[config.mk]
export PLATFORM = sky130hd
export DESIGN_NAME = pkh_lane_unit
export DESIGN_NICKNAME = d
export VERILOG_FILES = /design/src/rtl/pkh_pkg.sv /design/src/rtl/pkh_lane_alu.sv /design/src/rtl/pkh_byte_sel.sv /design/src/rtl/pkh_ctrl.sv /design/src/rtl/pkh_lane_unit.sv
export SDC_FILE = /design/constraint.sdc
export NUM_CORES = 1
export LEC_CHECK = 0
export BUFFER_PORTS_ARGS = -buffer_cell sky130_fd_sc_hd__buf_2
export CORE_UTILIZATION = 35
export CTS_CLUSTER_SIZE = 16
export DETAILED_ROUTE_END_ITERATION = 8
export PLACE_DENSITY = 0.58
export SETUP_SLACK_MARGIN = 0.3
export SLEW_MARGIN = 20
export SYNTH_ARGS = -nofsm -noshare
export SYNTH_HDL_FRONTEND = slang
export SYNTH_HIERARCHICAL = 1
export SYNTH_SLANG_ARGS = --single-unit
[constraint.sdc]
create_clock -name clk -period 1.6 [get_ports clk]
set_input_delay 0.08 -clock clk [delete_from_list [all_inputs] [get_ports clk]]
set_output_delay 0.08 -clock clk [all_outputs]
set_load 0.02 [all_outputs]
[src/rtl/pkh_pkg.sv]
package pkh_pkg;
    localparam int WORD_W   = 32;
    localparam int LANE_W   = 16;
    localparam int BYTE_W   = 8;
    localparam int NBYTES   = WORD_W / BYTE_W;
    localparam int FLAG_W   = NBYTES;
    localparam int IDX_W    = 4;
    localparam int SEL_W    = 3;
    localparam logic [3:0] COND_ALWAYS = 4'hE;

    typedef enum logic {
        KIND_ADDSUB = 1'b0,
        KIND_SELECT = 1'b1
    } kind_e;

    typedef enum logic {
        ST_IDLE  = 1'b0,
        ST_WRITE = 1'b1
    } wr_state_e;
endpackage

[src/rtl/pkh_lane_alu.sv]
module pkh_lane_alu
    import pkh_pkg::*;
#(
    parameter int W  = WORD_W,
    parameter int LW = LANE_W
) (
    input  logic [W-1:0]     n_in,
    input  logic [W-1:0]     m_in,
    input  logic [SEL_W-1:0] sel,
    output logic [W-1:0]     sum_out,
    output logic [FLAG_W-1:0] ge_new
);
    localparam int XW = LW + 1;   // full-precision lane width
    localparam int DUP = FLAG_W / 2;

    logic signed [XW-1:0] n_lo, n_hi, m_lo, m_hi;
    logic signed [XW-1:0] lo_r, hi_r;

    always_comb begin
        n_lo = {n_in[LW-1],   n_in[LW-1:0]};
        n_hi = {n_in[2*LW-1], n_in[2*LW-1:LW]};
        m_lo = {m_in[LW-1],   m_in[LW-1:0]};
        m_hi = {m_in[2*LW-1], m_in[2*LW-1:LW]};
        case (sel)
            3'd0: begin lo_r = n_lo + m_lo; hi_r = n_hi + m_hi; end
            3'd1: begin lo_r = n_lo - m_hi; hi_r = n_hi + m_lo; end
            3'd2: begin lo_r = n_lo + m_hi; hi_r = n_hi - m_lo; end
            3'd3: begin lo_r = n_lo - m_lo; hi_r = n_hi - m_hi; end
            default: begin lo_r = '0; hi_r = '0; end
        endcase
        sum_out = {hi_r[LW-1:0], lo_r[LW-1:0]};
        ge_new  = {{DUP{~hi_r[XW-1]}}, {DUP{~lo_r[XW-1]}}};
    end
endmodule

[src/rtl/pkh_byte_sel.sv]
module pkh_byte_sel
    import pkh_pkg::*;
#(
    parameter int NB = NBYTES,
    parameter int BW = BYTE_W
) (
    input  logic [NB*BW-1:0] src_a,
    input  logic [NB*BW-1:0] src_b,
    input  logic [NB-1:0]    pick_a,
    output logic [NB*BW-1:0] sel_out
);
    for (genvar k = 0; k < NB; k++) begin : g_byte
        assign sel_out[k*BW +: BW] = pick_a[k] ? src_a[k*BW +: BW] : src_b[k*BW +: BW];
    end
endmodule

[src/rtl/pkh_ctrl.sv]
module pkh_ctrl
    import pkh_pkg::*;
#(
    parameter int W = WORD_W
) (
    input  logic              clk,
    input  logic              rst_n,
    input  logic              go,
    input  kind_e             kind,
    input  logic [W-1:0]      sum_in,
    input  logic [W-1:0]      sel_in,
    input  logic [FLAG_W-1:0] ge_new,
    input  logic [IDX_W-1:0]  dest_in,
    output logic [W-1:0]      result_q,
    output logic [IDX_W-1:0]  dest_q,
    output logic [FLAG_W-1:0] flags_q,
    output logic              wr_en
);
    wr_state_e state, state_nx;

    // state register
    always_ff @(posedge clk or negedge rst_n) begin
        if (!rst_n) state <= ST_IDLE;
        else        state <= state_nx;
    end

    always_comb begin
        unique case (state)
            ST_IDLE:  state_nx = go ? ST_WRITE : ST_IDLE;   // accept
            ST_WRITE: state_nx = go ? ST_WRITE : ST_IDLE;   // chain / drain
            default:  state_nx = ST_IDLE;
        endcase
    end

    // outputs
    always_comb wr_en = (state == ST_WRITE);

    always_ff @(posedge clk or negedge rst_n) begin
        if (!rst_n) begin
            result_q <= '0;
            dest_q   <= '0;
            flags_q  <= '0;
        end else if (go) begin
            dest_q   <= dest_in;
            result_q <= (kind == KIND_SELECT) ? sel_in : sum_in;
            if (kind == KIND_ADDSUB) flags_q <= ge_new;
        end
    end

    p_select_keeps_flags_r8: assert property (@(posedge clk) disable iff (!rst_n)
        (go && kind == KIND_SELECT) |=> $stable(flags_q));
    p_write_follows_go_r10: assert property (@(posedge clk) disable iff (!rst_n)
        go |=> wr_en);
    p_no_write_without_go_r10: assert property (@(posedge clk) disable iff (!rst_n)
        !go |=> !wr_en);
    p_flag_pairs_r5: assert property (@(posedge clk) disable iff (!rst_n)
        (flags_q[0] == flags_q[1]) && (flags_q[2] == flags_q[3]));
endmodule

[src/rtl/pkh_lane_unit.sv]
module pkh_lane_unit
    import pkh_pkg::*;
#(
    parameter int W = WORD_W
) (
    input  logic              clk,
    input  logic              rst_n,
    input  logic              in_valid,
    input  logic [W-1:0]      instr,
    input  logic              kind_sel,
    input  logic              cond_pass,
    input  logic [W-1:0]      opa,
    input  logic [W-1:0]      opb,
    output logic [W-1:0]      result,
    output logic [IDX_W-1:0]  dest_idx,
    output logic              wr_en,
    output logic [FLAG_W-1:0] flag_nib,
    output logic [W-1:0]      status_word
);
    localparam int FLAG_LSB = 16;

    logic              cond_ok, go;
    logic [W-1:0]      sum_w, sel_w;
    logic [FLAG_W-1:0] ge_w;

    assign cond_ok = (instr[31:28] == COND_ALWAYS) || cond_pass;
    assign go      = in_valid && cond_ok;

    pkh_lane_alu #(.W(W), .LW(LANE_W)) u_alu (
        .n_in(opa), .m_in(opb), .sel(instr[7:5]),
        .sum_out(sum_w), .ge_new(ge_w)
    );

    pkh_byte_sel #(.NB(NBYTES), .BW(BYTE_W)) u_sel (
        .src_a(opa), .src_b(opb), .pick_a(flag_nib), .sel_out(sel_w)
    );

    pkh_ctrl #(.W(W)) u_ctrl (
        .clk(clk), .rst_n(rst_n), .go(go), .kind(kind_e'(kind_sel)),
        .sum_in(sum_w), .sel_in(sel_w), .ge_new(ge_w),
        .dest_in(instr[15:12]),
        .result_q(result), .dest_q(dest_idx), .flags_q(flag_nib), .wr_en(wr_en)
    );

    always_comb begin
        status_word = '0;
        status_word[FLAG_LSB +: FLAG_W] = flag_nib;
    end

    p_skip_holds_r9: assert property (@(posedge clk) disable iff (!rst_n)
        (in_valid && instr[31:28] != COND_ALWAYS && !cond_pass) |=> (!wr_en && $stable(flag_nib)));
    p_idle_holds_flags_r9: assert property (@(posedge clk) disable iff (!rst_n)
        !in_valid |=> $stable(flag_nib));
    p_status_view_r11: assert property (@(posedge clk) disable iff (!rst_n)
        status_word[19:16] == flag_nib && status_word[15:0] == '0 && status_word[31:20] == '0);
endmodule

==> results by group <==
Placed design
  • DP Cell Count: 1239
  • Post-DP HPWL: approximately 16 mm
  • Port Buf Inserts: between 100 and 150
  • GPL Wtd Cong: 0.940
  • DP Worst Slack: -2050 ps

Clock tree
  • Root Driver: clkbuf_16
  • H-tree Lvls: 2
  • Total CTS buffers: 5
  • Clock Sinks: 41
  • Clk buf depth: 2
  • Skew-Pair Late Insertion Delay: about 300 ps
  • CTS tree: yes
  • Worst-path clk slew: approximately 60 ps

Flow run
  • Max-cap violations: 0

Synth
  • Seq cells post-synth: 41
  • Synth area leader: dfrtp_1
  • Post-Synthesis Cell Area: 6040 um2
  • Top-area cell type share of the netlist area: ~17%
  • Post-Syn Instances: between 700 and 800
  • Synth unique cells: 69
  • Synth top area cells: dfrtp_1, mux2_4, ha_1
  • Synth Warn #: 6
  • Ys async rst share: 100%
  • EDFF count, synth: 0
  • Top_reg_cell synth: dfrtp_1
  • Syn Area/Cell: about 7.9 um2
  • Post-synthesis sequential area ratio: 17.0%

Drt
  • DR WL/cell: 16.5 um
  • Total Wirelength: 21.2 mm
  • Remaining DRCs: 0
  • Initial DRC count: about 380
  • Via density: about 5.2
  • Post-DRT Antenna Nets: 0
  • Pre-Repair DR Iteration Count: 5
  • Vias: ~6700

Outcome
  • Failing checks: setup timing
  • Run status: finished, violations left

Pwr
  • Power Total: approximately 7000 uW
  • Static leakage: between 0.004 and 0.005 uW
  • Max IR drop VDD: roughly 0.42 mV
  • Cell Pwr Density: 765 nW/um2

Setup path
  • Startpoint type of the worst setup path: input pin
  • Worst-path fanout max: 3
  • CP arrival: 3420 ps
  • WP data required: ~1800 ps
  • Worst setup EP type: flip-flop
  • Crit Path Class: input pin to flip-flop

Cells and area
  • Area delta synth->final: 52.2%
  • Leading cell type in the layout, fill and taps excluded: buf_4
  • FF/Latch Area: about 1000 um2
  • Area of the multi-input gates: between 5000 and 6000 um2
  • Commonest cells after routing, fill and taps aside: buf_4, buf_2, nor2_1, a21oi_1, nand2_1
  • N_diodes: 0
  • Layout cell share with drive strength beyond 1: approximately 47%
  • Nets@finish: 1196
  • Filler cell count: 1570
  • Final Non-Filler Cells: 1280

Floorplanning
  • Die X: ~130 um
  • I/O pin cnt: approximately 170
  • Starting Density: between 30% and 40%
  • Core area: 16700 um2
  • Die Y-Extent: ~130 um
  • Row count: 47
  • Die ar.: 17800 um2

GRT
  • Pin count of the biggest net entering global routing: 70
  • Total gr overflow: 0
  • Initial antenna violation count: 0
  • GRT Total Usage: a little under a quarter
  • Vias in the first global route: between 6000 and 7000
  • Global-route wire length before repair: 32.9 mm

STA
  • Setup Skew: between 2 and 2.5 ps
  • Max-slew violations: 0
  • Min Tclk post-route: ~3200 ps
  • Final WS setup: -1640 ps
  • Hold Fails Final Rpt: 0
  • Fin crit share: 203%
  • Worst-Margin Slew: ~620 ps
  • Relative slew margins: between 50 and 60%
  • Final setup fails: 34
  • RSZ-0062 raised after global routing: yes
  • Fmax: around 0.31 GHz

Min path
  • Hold crit path type: input pin to flip-flop
per-layer routing:
metal | global-route usage [%] | part of all wire, % | vias to the layer above
met1 | 31.2 | 45 | 3176
met4 | 6.38 | 1.7 | 0
met2 | 39.9 | 48 | 192
li1 | - | - | 3262
met3 | 2.70 | 5.0 | 20
met5 | 0 | 0 | -
cell families (layout without fill, tap and decap cells):
| group | after synthesis | count (layout) | synth area share (%) |
|---|---|---|---|
| flip-flops | 41 | 41 | 17.0 |
| multiplexers | 83 | 83 | 16.8 |
| AND/OR/NAND/NOR | 240 | 240 | 19.1 |
| adder cells (fa/ha/maj) | 36 | 36 | 7.70 |
| AO/OA/AOI/OAI | 212 | 212 | 21.6 |
| other | 1 | 28 | 0.0620 |
| buffers and inverters | 100 | 369 | 10.4 |
| XOR/XNOR | 51 | 51 | 7.39 |
final timing paths:
check                                               from  depth (start not counted)  slack [ps]                         endpoint
min in group asynchronous                          rst_n                          2         210           u_ctrl/wr_en$_DFF_PN0_
setup / recovery                                  opb[2]                         18       -1640    u_ctrl/flags_q[3]$_DFFE_PN0P_
hold / removal                                 instr[13]                          2          10     u_ctrl/dest_q[1]$_DFFE_PN0P_
setup reg to reg           u_ctrl/flags_q[2]$_DFFE_PN0P_                          4         180  u_ctrl/result_q[17]$_DFFE_PN0P_
hold reg to reg             u_ctrl/dest_q[3]$_DFFE_PN0P_                          1         500     u_ctrl/dest_q[3]$_DFFE_PN0P_
max in group asynchronous                          rst_n                          3         810  u_ctrl/result_q[11]$_DFFE_PN0P_
cell type report:
cell class | instances | area share [%]
Timing Repair Buffer | 345 | 27.5
Clock inverter | 1 | 0.326
Clock buffer | 7 | 1.55
Multi-Input combinational cell | 650 | 55.4
Tap cell | 220 | 2.99
Sequential cell | 41 | 11.2
Inverter | 16 | 1.01
power by group:
| group | leakage [uW] | total, uW | switching [uW] | internal, uW |
|---|---|---|---|---|
| clock network | 0.0000841 | 1230 | 452 | 781 |
| registers | 0.000461 | 1460 | 190 | 1270 |
| logic | 0.00384 | 4350 | 2150 | 2200 |
| total | 0.00438 | 7040 | 2790 | 4250 |
flip-flops by register name (all words and copies together), names as in the netlist:
name	cells
u_ctrl/wr_en	1
u_ctrl/dest_q	4
u_ctrl/result_q	32
u_ctrl/flags_q	4
per-stage QoR:
step	utilization, %	hold slack [ps]	instance area [um2]	setup TNS [ps]
floorplan	-	-216	6460	-36370
global placement	48.7	-10.4	8140	-50750
detailed placement	48.7	-7.66	8140	-51450
CTS	52.5	1.31	8770	-37800
global route	55.1	10.8	9200	-45520
finish	55.1	10.9	9200	-40290
critical path: stages:
cell,delay [ps]
buf_6,90
or3_4,410
or3_4,350
buf_4,150
nor2_2,160
o22ai_1,110
a21oi_1,190
o22ai_1,120
ha_1,370
a21oi_2,170
buf_4,140
nand2_1,70
o21ai_2,210
nor2_4,60
a221oi_2,240
xor2_1,160
nand2b_1,90
mux2_4,260
synthesized netlist by cell type (all sizes together) (3+ instances only):
library cell  instances
nor3                 16
nor4                  5
a22oi                12
mux2i                41
a21oi                81
o21ai                39
xor2                 19
o31ai                 3
o22ai                 8
and4                  3
a21o                 18
a221o                 3
dfrtp                41
nand3                 5
xnor2                32
or4                   5
or2                   3
or3                   8
mux2                 42
o21a                  7
ha                   34
nor2                110
o211ai                9
o22a                  3
nand2                50
a221oi                3
clkbuf               23
a31oi                 9
buf                  61
nand2b               12
nor2b                12
inv                  16
timing repair:
| action | 4_1_cts | 5_1_grt |
|---|---|---|
| buffers inserted | 13 | 19 |
| endpoints found under the hold margin | 9 | 0 |
| hold buffers | 1 | 0 |
| gates cloned | 0 | 0 |
| endpoints found under the setup margin | 42 | 41 |
| gates resized for setup | 84 | 63 |
| pin swaps | 47 | 58 |
No activity file was read; power rests on OpenSTA's default activity.
